File: src/rtl/pktfifo_pkg.sv
package pktfifo_pkg;
  typedef enum logic [1:0] {
    MODE_SLEEP = 2'd0,
    MODE_STBY  = 2'd1,
    MODE_TX    = 2'd2,
    MODE_RX    = 2'd3
  } modeE;

  typedef struct packed {
    logic       push;
    logic       pop;
    logic       clear;
    logic       errClr;
    logic [7:0] pushData;
  } fifoCmdT;
endpackage

File: src/rtl/pktFifoData.sv
module pktFifoData
  import pktfifo_pkg::*;
#(
  parameter int DEPTH = 64,
  localparam int AW = (DEPTH > 1) ? $clog2(DEPTH) : 1,
  localparam int LW = $clog2(DEPTH + 1)
) (
  input  logic          clk,
  input  logic          rstN,
  input  fifoCmdT       cmd,
  output logic [LW-1:0] level,
  output logic [7:0]    headData,
  output logic          full,
  output logic          empty,
  output logic          errFlag
);
  logic [7:0]    mem [DEPTH];
  logic [AW-1:0] wrPtr, rdPtr;
  logic          doPush, doPop;

  function automatic logic [AW-1:0] nextPtr(input logic [AW-1:0] p);
    return (p == AW'(DEPTH - 1)) ? '0 : p + AW'(1);
  endfunction

  assign full     = (level == LW'(DEPTH));
  assign empty    = (level == '0);
  assign headData = mem[rdPtr];
  assign doPush   = cmd.push && !full && !cmd.clear;
  assign doPop    = cmd.pop && !empty && !cmd.clear;

  always_ff @(posedge clk) begin
    if (doPush) mem[wrPtr] <= cmd.pushData;
  end

  always_ff @(posedge clk or negedge rstN) begin
    if (!rstN) begin
      wrPtr <= '0;
      rdPtr <= '0;
      level <= '0;
    end else if (cmd.clear) begin
      wrPtr <= '0;
      rdPtr <= '0;
      level <= '0;
    end else begin
      if (doPush) wrPtr <= nextPtr(wrPtr);
      if (doPop)  rdPtr <= nextPtr(rdPtr);
      if (doPush && !doPop)      level <= level + LW'(1);
      else if (doPop && !doPush) level <= level - LW'(1);
    end
  end

  always_ff @(posedge clk or negedge rstN) begin
    if (!rstN)                                      errFlag <= 1'b0;
    else if (cmd.errClr)                            errFlag <= 1'b0;
    else if ((cmd.push && full) || (cmd.pop && empty)) errFlag <= 1'b1;
  end
endmodule

File: src/rtl/pktFifoCtrl.sv
module pktFifoCtrl
  import pktfifo_pkg::*;
#(
  parameter int DEPTH      = 64,
  parameter int BIT_CYCLES = 8,
  localparam int LW = $clog2(DEPTH + 1),
  localparam int TW = (BIT_CYCLES > 1) ? $clog2(BIT_CYCLES) : 1
) (
  input  logic          clk,
  input  logic          rstN,
  input  logic [1:0]    mode,
  input  logic          txStartSel,
  input  logic          txIrq1Sel,
  input  logic [1:0]    rxIrq0Sel,
  input  logic [1:0]    rxIrq1Sel,
  input  logic          stbyRead,
  input  logic          autoClr,
  input  logic          varLen,
  input  logic [7:0]    pktLen,
  input  logic [LW-1:0] thresh,
  input  logic          hostWr,
  input  logic [7:0]    hostWrData,
  input  logic          hostRd,
  input  logic          txReady,
  input  logic          txByteReq,
  input  logic          txLastBit,
  input  logic          rxValid,
  input  logic [7:0]    rxByte,
  input  logic          crcPulse,
  input  logic          crcOk,
  input  logic [LW-1:0] level,
  input  logic          full,
  input  logic          empty,
  input  logic          errFlag,
  output fifoCmdT       cmd,
  output logic          irq0,
  output logic          irq1,
  output logic          txBusy
);
  typedef enum logic [1:0] {TX_IDLE, TX_SEND, TX_TAIL, TX_HOLD} txStE;

  modeE          curMode;
  logic          threshOver;
  txStE          txSt;
  logic [7:0]    sentQ;
  logic [TW-1:0] tmrQ;
  logic          txDoneQ, txStartOk, txPop, txClr;
  logic [8:0]    rxCntQ, rxTgtQ, rxLimit;
  logic          rxDropQ, pktOkQ;
  logic          rxIn, rxFirstVar, lenBad, rxPush, crcEv, crcClr;
  logic          hostPush, hostPop;

  assign curMode    = modeE'(mode);
  assign threshOver = (level > thresh);

  // transmit sequencing
  assign txStartOk = (curMode == MODE_TX) && txReady && (txStartSel ? !empty : threshOver);
  assign txPop     = (txSt == TX_SEND) && txByteReq;
  assign txClr     = (txSt == TX_HOLD) && (tmrQ == '0) && txStartSel && !empty;
  assign txBusy    = (txSt != TX_IDLE);

  always_ff @(posedge clk or negedge rstN) begin
    if (!rstN) begin
      txSt    <= TX_IDLE;
      sentQ   <= '0;
      tmrQ    <= '0;
      txDoneQ <= 1'b0;
    end else begin
      txDoneQ <= 1'b0;
      if (curMode != MODE_TX) txSt <= TX_IDLE;
      else begin
        unique case (txSt)
          TX_IDLE: if (txStartOk) begin
            txSt  <= TX_SEND;
            sentQ <= '0;
          end
          TX_SEND: if (txPop) begin
            sentQ <= sentQ + 8'd1;
            if ({1'b0, sentQ} + 9'd1 >= {1'b0, pktLen}) txSt <= TX_TAIL;
          end
          TX_TAIL: if (txLastBit) begin
            txSt <= TX_HOLD;
            tmrQ <= TW'(BIT_CYCLES - 1);
          end
          TX_HOLD: if (tmrQ == '0) begin
            txSt    <= TX_IDLE;
            txDoneQ <= 1'b1;
          end else tmrQ <= tmrQ - TW'(1);
          default: txSt <= TX_IDLE;
        endcase
      end
    end
  end

  // receive acceptance
  assign rxIn       = (curMode == MODE_RX) && rxValid && !rxDropQ;
  assign rxFirstVar = varLen && (rxCntQ == '0);
  assign lenBad     = rxIn && rxFirstVar && (rxByte > pktLen);
  assign rxLimit    = varLen ? rxTgtQ : {1'b0, pktLen};
  assign rxPush     = rxIn && !lenBad && (rxFirstVar || (rxCntQ < rxLimit));
  assign crcEv      = (curMode == MODE_RX) && crcPulse;
  assign crcClr     = crcEv && !crcOk && autoClr;

  always_ff @(posedge clk or negedge rstN) begin
    if (!rstN) begin
      rxCntQ  <= '0;
      rxTgtQ  <= '0;
      rxDropQ <= 1'b0;
    end else if ((curMode != MODE_RX) || crcEv) begin
      rxCntQ  <= '0;
      rxDropQ <= 1'b0;
    end else begin
      if (lenBad) rxDropQ <= 1'b1;
      if (rxPush) rxCntQ <= rxCntQ + 9'd1;
      if (rxPush && rxFirstVar) rxTgtQ <= {1'b0, rxByte} + 9'd1;
    end
  end

  always_ff @(posedge clk or negedge rstN) begin
    if (!rstN) pktOkQ <= 1'b0;
    else if ((curMode == MODE_SLEEP) || (curMode == MODE_TX) || rxPush) pktOkQ <= 1'b0;
    else if (crcEv && crcOk) pktOkQ <= 1'b1;
  end

  // strobes to the datapath
  assign hostPush = (curMode == MODE_STBY) && !stbyRead && hostWr;
  assign hostPop  = (curMode == MODE_STBY) && stbyRead && hostRd;

  always_comb begin
    cmd          = '0;
    cmd.push     = hostPush || rxPush;
    cmd.pop      = hostPop || txPop;
    cmd.clear    = lenBad || crcClr || txClr;
    cmd.errClr   = (curMode == MODE_SLEEP);
    cmd.pushData = (curMode == MODE_RX) ? rxByte : hostWrData;
  end

  // interrupt steering
  always_comb begin
    irq0 = 1'b0;
    irq1 = 1'b0;
    unique case (curMode)
      MODE_SLEEP: begin
        irq0 = 1'b0;
        irq1 = 1'b0;
      end
      MODE_TX: begin
        irq0 = txStartSel ? !empty : threshOver;
        irq1 = txIrq1Sel ? txDoneQ : threshOver;
      end
      default: begin
        unique case (rxIrq0Sel)
          2'b00:   irq0 = threshOver;
          2'b01:   irq0 = full;
          2'b10:   irq0 = !empty;
          default: irq0 = errFlag;
        endcase
        unique case (rxIrq1Sel)
          2'b00:   irq1 = pktOkQ;
          2'b01:   irq1 = full;
          2'b10:   irq1 = threshOver;
          default: irq1 = errFlag;
        endcase
      end
    endcase
  end
endmodule

File: src/rtl/pktFifoCtl.sv
module pktFifoCtl
  import pktfifo_pkg::*;
#(
  parameter int DEPTH      = 64,
  parameter int BIT_CYCLES = 8,
  localparam int LW = $clog2(DEPTH + 1)
) (
  input  logic          clk,
  input  logic          rstN,
  input  logic [1:0]    mode,
  input  logic          txStartSel,
  input  logic          txIrq1Sel,
  input  logic [1:0]    rxIrq0Sel,
  input  logic [1:0]    rxIrq1Sel,
  input  logic          stbyRead,
  input  logic          autoClr,
  input  logic          varLen,
  input  logic [7:0]    pktLen,
  input  logic [LW-1:0] thresh,
  input  logic          hostWr,
  input  logic [7:0]    hostWrData,
  input  logic          hostRd,
  output logic [7:0]    hostRdData,
  input  logic          txReady,
  input  logic          txByteReq,
  input  logic          txLastBit,
  output logic [7:0]    txByte,
  output logic          txBusy,
  input  logic          rxValid,
  input  logic [7:0]    rxByte,
  input  logic          crcPulse,
  input  logic          crcOk,
  output logic          irq0,
  output logic          irq1,
  output logic [LW-1:0] fifoLevel,
  output logic          fifoErr
);
  fifoCmdT    cmd;
  logic [7:0] headData;
  logic       full, empty;

  pktFifoData #(.DEPTH(DEPTH)) u_data (
    .clk(clk), .rstN(rstN), .cmd(cmd), .level(fifoLevel), .headData(headData),
    .full(full), .empty(empty), .errFlag(fifoErr)
  );

  pktFifoCtrl #(.DEPTH(DEPTH), .BIT_CYCLES(BIT_CYCLES)) u_ctrl (
    .clk(clk), .rstN(rstN), .mode(mode), .txStartSel(txStartSel), .txIrq1Sel(txIrq1Sel),
    .rxIrq0Sel(rxIrq0Sel), .rxIrq1Sel(rxIrq1Sel), .stbyRead(stbyRead), .autoClr(autoClr),
    .varLen(varLen), .pktLen(pktLen), .thresh(thresh), .hostWr(hostWr),
    .hostWrData(hostWrData), .hostRd(hostRd), .txReady(txReady), .txByteReq(txByteReq),
    .txLastBit(txLastBit), .rxValid(rxValid), .rxByte(rxByte), .crcPulse(crcPulse),
    .crcOk(crcOk), .level(fifoLevel), .full(full), .empty(empty), .errFlag(fifoErr),
    .cmd(cmd), .irq0(irq0), .irq1(irq1), .txBusy(txBusy)
  );

  assign hostRdData = headData;
  assign txByte     = headData;
endmodule

File: config.mk
export PLATFORM = sky130hd
export DESIGN_NAME = pktFifoCtl
export DESIGN_NICKNAME = d
export VERILOG_FILES = /design/src/rtl/pktfifo_pkg.sv /design/src/rtl/pktFifoData.sv /design/src/rtl/pktFifoCtrl.sv /design/src/rtl/pktFifoCtl.sv
export SDC_FILE = /design/constraint.sdc
export NUM_CORES = 1
export LEC_CHECK = 0
export CAP_MARGIN = 15
export CELL_PAD_IN_SITES_DETAIL_PLACEMENT = 1
export CELL_PAD_IN_SITES_GLOBAL_PLACEMENT = 1
export CORE_ASPECT_RATIO = 1.2
export CORE_MARGIN = 2
export CORE_UTILIZATION = 35
export CTS_CLUSTER_SIZE = 28
export DETAILED_ROUTE_END_ITERATION = 16
export PLACE_DENSITY = 0.59
export SYNTH_ARGS = -nofsm -noshare
export SYNTH_HDL_FRONTEND = slang
export SYNTH_SLANG_ARGS = --single-unit
File: constraint.sdc
create_clock -name clk -period 10.4 [get_ports clk]
set_clock_uncertainty 0.05 [all_clocks]
set_input_delay 1.56 -clock clk [delete_from_list [all_inputs] [get_ports clk]]
set_output_delay 1.56 -clock clk [all_outputs]
set_load 0.01 [all_outputs]
======== Yosys cells after proc, flatten, opt, wreduce, memory -nomap -nowiden ========
Memories as Yosys holds them, arrays and structs flattened.
Cells that the tools add are included.
storage, ports and cells
  flip-flop bits (word level) ............. 54
  RAM bits ................................ 512
  bits of input ports ..................... 52
  output and inout bits ................... 27
  word-level logic and storage cells ...... 164
  memories kept ........................... 1
operators by class
  add/subtract/negate cells ............... 9
  magnitude comparators ................... 4
  equality and inequality tests ........... 24
  mux-type cells .......................... 43
  bitwise logic cells ..................... 2
  reductions and logical operators ........ 69
memories
  name        depth  bits a word  read ports  clocked after Yosys merged registers in  write ports  RTL line           text
  u_data.mem  64     8            1           0                                        1            pktFifoData.sv:17  logic [7:0] mem [DEPTH];
operators with widths
  kind                                           count
  two-way mux 6 bit                              6
  logical AND 1 bit                              30
  two-way mux 9 bit                              3
  two-way mux 8 bit                              3
  two-way mux 7 bit                              3
  adder 8 x 1 -> 9 bit, second input constant    2
  nonzero test 2 bit                             9
  case mux 8 bit (2 select lines)                1
  two-way mux 1 bit                              13
  adder 6 x 1 -> 6 bit, second input constant    2
  == test 2 bit, second input constant           6
  == test 6 bit, second input constant           2
  two-way mux 2 bit                              6
  adder 9 x 1 -> 9 bit, second input constant    1
  greater-or-equal comparator 9 x 8 -> 1 bit     1
  zero test 1 bit                                9
  zero test 9 bit                                1
  logical OR 1 bit                               9
  less-than comparator 9 bit                     1
  adder 8 x 1 -> 8 bit, second input constant    1
  == test 2 x 1 -> 1 bit, second input constant  4
  > comparator 8 bit                             1
  zero test 2 bit                                4
  inequality test 2 bit, second input constant   4
  other kinds (21)                               29

======== Longest topological paths before layout ========
Gate-level depths: netlist of the first run.
  depth after elaboration ................. 16
  gate-level depth with buffers ........... 20
  gate-level depth less buffers ........... 18

======== Modules after synthesis ========
A second synthesis of the first run with hierarchy kept.
unflattened totals
  cells, all modules ...................... 1436
  area, all modules ....................... 24184.4 sq um
modules (own cells, without submodules)
  module       instances  cells each  area each (sq um)  seq. area each (sq um)
  pktFifoData  1          1080        21120.3            15875.2
  pktFifoCtrl  1          348         3004.1             850.8
  pktFifoCtl   1          8           60.1               0.0

======== Worst setup path after synthesis of the first run ========
No wires, ideal clock.
  path type ............................... input to register
  start ................................... input port mode[0]
  end ..................................... memory u_data.mem[0][0], data pin
  library setup time ...................... 702 ps
  arrival ................................. 4692 ps
  required time ........................... 9648 ps
  slack ................................... 4956 ps
  stages .................................. 4
  buffers on the path ..................... 2
  path through ............................ clkbuf_1 nand2_1 clkbuf_1 o21ai_0
RTL lines
  element          RTL line           text
  start, declared  pktFifoCtl.sv:10   input logic [1:0] mode,
  end, declared    pktFifoData.sv:17

======== Final worst setup path of the first run ========
  start ................................... register u_data.rdPtr[0]
  end ..................................... output port hostRdData[7]
between the ends
  word-level cells in the longest chain between the ends .. 1
ends and longest elaborated chain
  element                   RTL line           text
  start, declared           pktFifoData.sv:18  logic [AW-1:0] wrPtr, rdPtr;
  start signal, assigned    pktFifoData.sv:46  if (doPop) rdPtr <= nextPtr(rdPtr);
  memory read (64 x 8 bit)  -
  end, declared             pktFifoCtl.sv:23   output logic [7:0] hostRdData,
No other way between the ends.

==> results of run 1 <==
## routing by layer
layer / vias to the layer above / routed length [um]
met5: - / 0
met4: 0 / 939
met3: 62 / 2050
met2: 237 / 31700
met1: 6899 / 26800
li1: 5848 / -
## cell usage in the layout (no fill, tap or decap), drive strengths merged, types with 6 or more instances in the layout
cell type | synthesis | final
or3 | 8 | 8
nand4 | 13 | 13
nand3b | 6 | 6
buf | 50 | 18
edfxtp | 512 | 512
o22ai | 17 | 17
bufinv | 0 | 7
clkbuf | 30 | 72
inv | 39 | 43
o221ai | 17 | 17
clkdlybuf4s50 | 0 | 77
a21oi | 44 | 44
nand2b | 7 | 7
and3 | 11 | 11
o21ai | 39 | 39
mux2 | 10 | 10
mux2i | 85 | 85
nor2b | 9 | 9
xnor2 | 12 | 12
nor2 | 136 | 136
nand3 | 21 | 21
a21o | 7 | 7
ha | 50 | 50
nand2 | 73 | 73
or4 | 6 | 6
mux4 | 121 | 121
clkinv | 0 | 27
dfrtp | 54 | 54
xor2 | 12 | 12
## synth_stat cells (all sizes together) (8+ instances only)
cell    instances
o221ai         17
o21ai          39
xnor2          12
edfxtp        512
clkbuf         30
ha             50
xor2           12
nand3          21
mux2           10
a21oi          44
dfrtp          54
nor2b           9
inv            39
buf            50
o22ai          17
mux2i          85
nor2          136
and3           11
nand4          13
nand2          73
or3             8
mux4          121
## cell families (layout without fill, tap and decap cells)
logic type	count (synthesis)	in the layout
flip-flops	566	566
AO/OA/AOI/OAI	158	158
adder cells (fa/ha/maj)	51	51
buffers and inverters	119	245
XOR/XNOR	24	24
AND/OR/NAND/NOR	310	310
multiplexers	216	216
## final timing paths
path,from,endpoint,slack (ps),cells after the start
max,u_data.rdPtr[0],hostRdData[7],4200,5
min,u_ctrl.tmrQ[0],u_ctrl.tmrQ[0],420,1
max reg2reg,u_ctrl.rxCntQ[7],u_data.level[6],6090,17
min reg2reg,u_ctrl.tmrQ[0],u_ctrl.tmrQ[0],420,1
max in group asynchronous,rstN,u_data.rdPtr[1],8630,2
min in group asynchronous,rstN,u_ctrl.sentQ[1],1040,2
## flip-flops by register name (all words and copies together), names as in the netlist
signal,cells
u_ctrl.pktOkQ,1
u_ctrl.tmrQ,3
u_ctrl.rxDropQ,1
u_ctrl.txSt,2
u_ctrl.txDoneQ,1
u_ctrl.rxCntQ,9
u_data.wrPtr,6
u_data.level,7
u_ctrl.sentQ,8
u_data.mem,512
u_data.rdPtr,6
u_data.errFlag,1
u_ctrl.rxTgtQ,9
## layout make-up
cell class / instances / area [sq um] / share of cell area (%)
Tap cell: 909 / 1140 / 4.07
Sequential cell: 566 / 16700 / 59.9
Clock buffer: 72 / 1580 / 5.65
Timing Repair Buffer: 95 / 916 / 3.28
Inverter: 39 / 146 / 0.524
Multi-Input combinational cell: 759 / 7020 / 25.1
Clock inverter: 39 / 385 / 1.38
## power by group
part | total [mW] | internal (mW) | switching (mW) | leakage (nW)
clock network | 2.14 | 1.25 | 0.893 | 0.965
logic | 1.60 | 0.769 | 0.830 | 2.86
registers | 2.72 | 2.56 | 0.160 | 5.32
total | 6.46 | 4.58 | 1.88 | 9.14
==> run metrics, run 1 <==
max cap viols 0; Max-slew headroom 36.2%; mux contribution to synthesized area 15.2%; PwrDens 231 mW/mm^2; GR Util All Layers 17.4%; Cell variety after synth 64; most common cell type on the critical path mux4_2; die outline width 244 um; via/cell ratio 5.26; initial core utilization 35.4%; CTS resizes 0; CTS clk-pin slew, worst paths 60 ps; Top FF cell, synth edfxtp_1; Worst EP required 8790 ps; fmax 0.161 GHz; final hold vios 0; grt met3 use 2.25%; DR DRC count 0; Mapped Nets 1,547; # rows 105; Area growth syn-to-layout 15.1%; vias in the first global route 14,200; Slew @ Worst Pin 952 ps; first-pass detailed-route iteration total 4; WL per Instance 24.8 um; Tcrit/Tclk final 59.6%; initial detailed-routing violation count 779; Die Ht 292 um; largest net degree at the start of global routing 88; status finished clean; RD Place Congestion 0.781; Max FO, Critical Path 40; post-route cell area 0.0279 sq mm; clock sinks 566; largest family of logic cells by synthesized area multiplexers; antenna violations before repair 0; grt ovf 0; Min-Delay Path Class reg -> reg; CP Capture Type primary output; final core occ 40.8%; clock root cell clkbuf_16; Post-CTS Setup Inserts 0; Synth area leader edfxtp_1; Top Ports 79; cell area after synthesis 0.0243 sq mm; Core Area 0.0684 sq mm; CP max stage cell dfrtp_4; dominant cells by area after synthesis edfxtp_1 63%, mux4_2 11%, dfrtp_1 5.6%, mux2i_1 3.5%, ha_1 2.6%; first-pass GRT wire length 93,500 um; post-synthesis adder-cell area fraction 2.66%; routing usage on met2 30.8%; xor-xnor portion of the synthesized cell area 0.866%; Slew Viols, Final 0; IR drop worst, VDD 0.000147 V; Max clock buf depth 3; Nets 1,623; setup TNS 0 ps; pre-CTS setup slack 3900 ps; Most Crowded Layer GR met2; Syn Inst Count 1,444; crit path buf inv count 2; Placement Cell Area 0.0260 sq mm; Post-Synth Simple-Gate Area 5.96%; Avg Inst Size Synth 16.8 sq um; Final WS setup 4200 ps; DRT antenna net count 0; final non-filler cell total 2,479; ys async rst share 9.54%; Final Setup Violations 0; Hold-fix buffers, CTS 0; via count 13,000; post-synthesis sequential area ratio 68.9%; total wire length 61,400 um; Pleak 9.14 nW; Num CTS Buffers 59; dpl cells 2,368; Yosys reg bits 566; # diodes 0; Filler cells 6,699; Synth Area in Compound Gates 4.20%; number of synthesized flops with an enable pin 512; die area 0.0714 sq mm; cells along the critical path buf_4, mux4_2, mux4_2, mux4_2, clkdlybuf4s50_1; H-tree depth 2; number of port buffers 78; CP startpoint kind flop; clock latency on the worst-skew pair 620 ps; Setup CP Type reg -> out; HPWL Detailed 39,000 um; fin crit period 6200 ps; CTS tree yes; critical path's largest stage delay 940 ps; RSZ-0062 raised after global routing no; delay-heaviest family, CP multiplexers; area share of the largest cell type after synthesis 63.4%; GR met1 Demand/Resource 23.0%; Fin Hold WS 422 ps; WP data arrival 4590 ps; YS warnings 0; total power 6.46 mW; layout cell share with drive strength beyond 1 16.2%
Power figures use the tool's default switching activity.
==> run 2: changes to the inputs <==
Settings changed: PLACE_DENSITY 0.59 to 0.61.
Clock period 10.4 ns to 5.22 ns, I/O delays scaled along.
==> run 2 against run 1 <==
Against the previous run:
- die area unchanged
- clock-buffer cell count down 7
- sequential share of layout area down 1.0 points
- critical endpoint is now txByte[4]
==> run metrics, run 2 (synthesized netlist as in run 1, its figures left out) <==
status finished clean; # rows 105; Final Setup Violations 0; first-pass GRT wire length 95,000 um; final non-filler cell total 2,556; total wire length 62,600 um; DRT antenna net count 0; GR Util All Layers 17.8%; antenna violations before repair 0; R2R Path Start u_ctrl.rxTgtQ[7]; Slew @ Worst Pin 1150 ps; max FFs per register 512; dpl cells 2,452; layout cell share with drive strength beyond 1 20.2%; largest registers u_data.mem: 512 flops, u_ctrl.rxCntQ: 9 flops, u_ctrl.rxTgtQ: 9 flops; Max-slew headroom 23.6%; post-route cell area 0.0284 sq mm; Setup CP Type reg -> out; Tcrit/Tclk final 94.4%; clock root cell clkbuf_16; final hold vios 0; H-tree depth 2; WL per Instance 24.5 um; Pleak 9.49 nW; Fin Hold WS 285 ps; RSZ-0062 raised after global routing no; RD Place Congestion 0.788; clock latency on the worst-skew pair 600 ps; most common cell after layout, fill and taps aside edfxtp_1; number of port buffers 78; CP startpoint kind flop; Max clock buf depth 3; first-pass detailed-route iteration total 5; die area 0.0714 sq mm; WP data arrival 4100 ps; CTS resizes 0; Post-CTS Setup Inserts 0; Hold-fix buffers, CTS 0; Critical Path Sink txByte[4]; Max FO, Critical Path 32; largest net degree at the start of global routing 91; Top Ports 79; IR drop worst, VDD 0.000234 V; worst reg2reg endpoint u_data.level[6]; cells along the critical path buf_4, buf_4, mux4_2, o22ai_1, a21oi_1, mux4_2, clkdlybuf4s50_1; grt ovf 0; R2R Setup Slk 1230 ps; initial detailed-routing violation count 741; Core Area 0.0684 sq mm; HPWL Detailed 41,200 um; die outline width 244 um; Nets 1,707; Die Ht 292 um; max cap viols 0; DR DRC count 0; via/cell ratio 5.27; fin crit period 4930 ps; CP Capture Type primary output; critical path's largest stage delay 910 ps; Min-Delay Path Class in -> async; CP max stage cell dfrtp_4; setup TNS 0 ps; Worst EP required 4390 ps; # diodes 0; via count 13,500; Area growth syn-to-layout 17.0%; PwrDens 443 mW/mm^2; Placement Cell Area 0.0266 sq mm; Filler cells 6,693; clock sinks 566; highest-count cells in the layout ignoring fill and taps 512 x edfxtp_1, 136 x nor2_1, 121 x mux4_2, 95 x buf_4, 85 x mux2i_1; most flop-heavy register u_data.mem; vias in the first global route 14,700; Slew Viols, Final 0; total power 12.6 mW; worst reg-to-reg path cell count 18; initial core utilization 35.4%; CTS tree yes; CTS clk-pin slew, worst paths 70 ps; CP Launch Point u_data.rdPtr[0]; Num CTS Buffers 57; fmax 0.203 GHz
-- run 2: report_power, final --
| part | internal [mW] | switching [mW] | total [mW] |
|---|---|---|---|
| Sequential | 5.10 | 0.256 | 5.35 |
| Combinational | 1.62 | 1.80 | 3.42 |
| Clock | 2.10 | 1.71 | 3.81 |
| Total | 8.82 | 3.77 | 12.6 |
-- run 2: per-stage QoR --
stage | util, % | worst slack [ps]
2_1_floorplan | - | 553
3_3_place_gp | 38.9 | 195
3_5_place_dp | 38.9 | 111
4_1_cts | 41.4 | 197
5_1_grt | 41.5 | 122
6_report | 41.5 | 290
-- run 2: worst min-delay path by stage --
stage	start	to	depth (start not counted)
2_1_floorplan	u_ctrl.tmrQ[0]	u_ctrl.tmrQ[0]	1
3_3_place_gp	u_ctrl.tmrQ[0]	u_ctrl.tmrQ[0]	1
3_5_place_dp	u_ctrl.tmrQ[0]	u_ctrl.tmrQ[0]	1
6_report	rstN	u_ctrl.rxTgtQ[5]	2
5_1_grt	rstN	u_ctrl.rxTgtQ[6]	2
4_1_cts	rstN	u_ctrl.rxTgtQ[5]	2
-- run 2: layout make-up --
type                            count  area, sq um  share of cell area (%)
Clock buffer                       65         1470                    5.17
Sequential cell                   566        16700                    58.9
Multi-Input combinational cell    759         7020                    24.7
Timing Repair Buffer              181         1650                    5.81
Inverter                           39          146                   0.516
Tap cell                          909         1140                    4.01
Clock inverter                     37          236                   0.833
-- run 2: routing by layer --
layer | track usage, % | share of wire [%] | up-vias | routed length, um
li1 | - | - | 6011 | -
met1 | 22.7 | 43 | 7140 | 26600
met2 | 31.9 | 52 | 243 | 32700
met3 | 2.15 | 3.1 | 85 | 1910
met4 | 4.61 | 2.2 | 0 | 1350
met5 | 0 | 0 | - | 0
-- run 2: worst max-delay path, delay by kind of cell (launching register included) --
kind                   cells  cell delay, ps
DFF                        1             910
AOI/OAI and AO/OA          2             270
muxes                      2            1120
buffers and inverters      3            1160
==> run 3: changes to the inputs <==
Settings changed: GPL_TIMING_DRIVEN set to 0, PLACE_DENSITY 0.61 to not set, PLACE_DENSITY_LB_ADDON set to 0.1.
==> run 3 against run 2 <==
Against the previous run:
- die area did not move
- sequential power decreased by 2%
- register-to-register slack got worse by 560 ps
- critical endpoint unchanged
- highest routed layer unchanged
==> run metrics, run 3 (synthesized netlist as in run 1, its figures left out) <==
RSZ-0062 raised after global routing no; Critical Path Sink txByte[4]; delay-heaviest family, CP buffers and inverters; layout cell share with drive strength beyond 1 17.5%; Core Area 0.0684 sq mm; Max FO, Critical Path 10; sw frac 29.8%; R2R Path Start u_data.level[2]; initial detailed-routing violation count 1,000; critical path's largest stage delay 550 ps; largest net degree at the start of global routing 65; Clk network pwr share 32.3%; clock root cell clkbuf_16; Nets 1,689; GR Util All Layers 18.8%; PwrDens 466 mW/mm^2; Max clock buf depth 3; CP startpoint kind flop; Min-Delay Path Class in -> async; worst reg-to-reg path cell count 18; RD Place Congestion 0.762; Num CTS Buffers 58; WL per Instance 26.0 um; DR DRC count 0; status finished clean; first-pass GRT wire length 97,800 um; die outline width 244 um; CTS tree yes; fin crit period 5060 ps; final hold vios 0; CTS clk-pin slew, worst paths 60 ps; grt ovf 0; antenna violations before repair 2; Die Ht 292 um; max FFs per register 512; internal power 9.25 mW; R2R Setup Slk 670 ps; DRT antenna net count 0; CP Capture Type primary output; IR drop worst, VDD 0.000237 V; Pleak 9.35 nW; clock latency on the worst-skew pair 620 ps; die area 0.0714 sq mm; # rows 105; number of port buffers 77; Top Ports 79; clock sinks 566; via/cell ratio 5.25; via count 13,400; worst reg2reg endpoint u_data.level[6]; NetSw 3.93 mW; most common cell type on the critical path mux4_2; power share of the sequential group 39.6%; most common cell after layout, fill and taps aside edfxtp_1; Final Setup Violations 0; WP data arrival 4230 ps; HPWL Detailed 45,200 um; Worst EP required 4390 ps; most flop-heavy register u_data.mem; Slew @ Worst Pin 1040 ps; Setup CP Type reg -> out; largest registers u_data.mem: 512 flops, u_ctrl.rxCntQ: 9 flops, u_ctrl.rxTgtQ: 9 flops; CP Launch Point u_data.rdPtr[1]; CP max stage cell mux4_2; pre-CTS setup slack -687 ps; Gate power share 28.1%; first-pass detailed-route iteration total 5; crit path buf inv count 5; cells along the critical path clkbuf_2, buf_2, clkdlybuf4s15_2, mux4_2, o22ai_1, a21oi_2, mux4_2, buf_4, clkdlybuf4s50_1; Area growth syn-to-layout 16.6%; Slew Viols, Final 0; Crit. path cell count 9; H-tree depth 2; Final WS setup 162 ps; Post-CTS Setup Inserts 0; total wire length 66,100 um; fmax 0.198 GHz; Tcrit/Tclk final 96.9%; highest-count cells in the layout ignoring fill and taps 512 x edfxtp_1, 136 x nor2_1, 121 x mux4_2, 85 x mux2i_1, 76 x clkdlybuf4s50_1; vias in the first global route 14,400; Max-slew headroom 30.4%; setup TNS 0 ps; total power 13.2 mW; max cap viols 0; initial core utilization 35.4%; Filler cells 6,712
## run 3: metal layers
| layer | wire [um] | track usage [%] | vias to the layer above | part of all wire (%) |
|---|---|---|---|---|
| met5 | 0 | 0 | - | 0 |
| met2 | 33900 | 32.9 | 276 | 51 |
| li1 | - | - | 5977 | - |
| met4 | 1200 | 4.13 | 0 | 1.8 |
| met1 | 28500 | 24.9 | 7042 | 43 |
| met3 | 2470 | 2.43 | 68 | 3.7 |
## run 3: worst reg2reg max path: cells and delay by family (launching register included)
family	cells	cell delay [ps]
xor+xnor	1	140
simple gates	9	1930
fa+ha+maj	2	650
buf+inv	3	640
flops	1	450
compound gates	3	580
## run 3: final cells by class
type | instances | area [sq um] | share of cell area, %
Antenna cell | 3 | 7.51 | 0.0265
Tap cell | 909 | 1140 | 4.02
Inverter | 39 | 146 | 0.518
Sequential cell | 566 | 16700 | 59.2
Clock inverter | 37 | 418 | 1.48
Timing Repair Buffer | 83 | 896 | 3.17
Multi-Input combinational cell | 759 | 7040 | 24.9
Buffer | 79 | 394 | 1.39
Clock buffer | 68 | 1510 | 5.34
## run 3: worst min path at each step
stage	from	end	cells past startpoint
floorplan	u_ctrl.tmrQ[0]	u_ctrl.tmrQ[0]	1
global placement	u_ctrl.tmrQ[0]	u_ctrl.tmrQ[0]	1
detailed placement	u_ctrl.tmrQ[0]	u_ctrl.tmrQ[0]	1
CTS	rstN	u_ctrl.sentQ[0]	1
global route	rstN	u_ctrl.sentQ[0]	1
finish	rstN	u_ctrl.sentQ[0]	1
## run 3: per-stage QoR
stage | std cells | hold WS, ps | utilization [%] | instance area (sq um)
5_1_grt | 2540 | 233 | 41.3 | 28300
6_report | 2543 | 185 | 41.3 | 28300
4_1_cts | 2541 | 208 | 41.3 | 28300
3_5_place_dp | 2436 | 419 | 38.4 | 26300
3_3_place_gp | 2430 | 413 | 38.2 | 26200
2_1_floorplan | 1444 | 391 | - | 24300
## run 3: power groups by stage
stage / Sequential, mW / Clock, mW / Combinational [mW]
2_1_floorplan: 5.28 / 0 / 2.29
3_3_place_gp: 5.31 / 0 / 3.70
3_5_place_dp: 5.30 / 0 / 3.78
4_1_cts: 5.21 / 4.36 / 3.81
5_1_grt: 5.24 / 4.53 / 3.99
6_report: 5.22 / 4.27 / 3.70
## run 3: what timing repair did
item	in CTS	in global routing
setup endpoints to repair	17	6
hold buffers	0	0
gates resized for setup	18	3
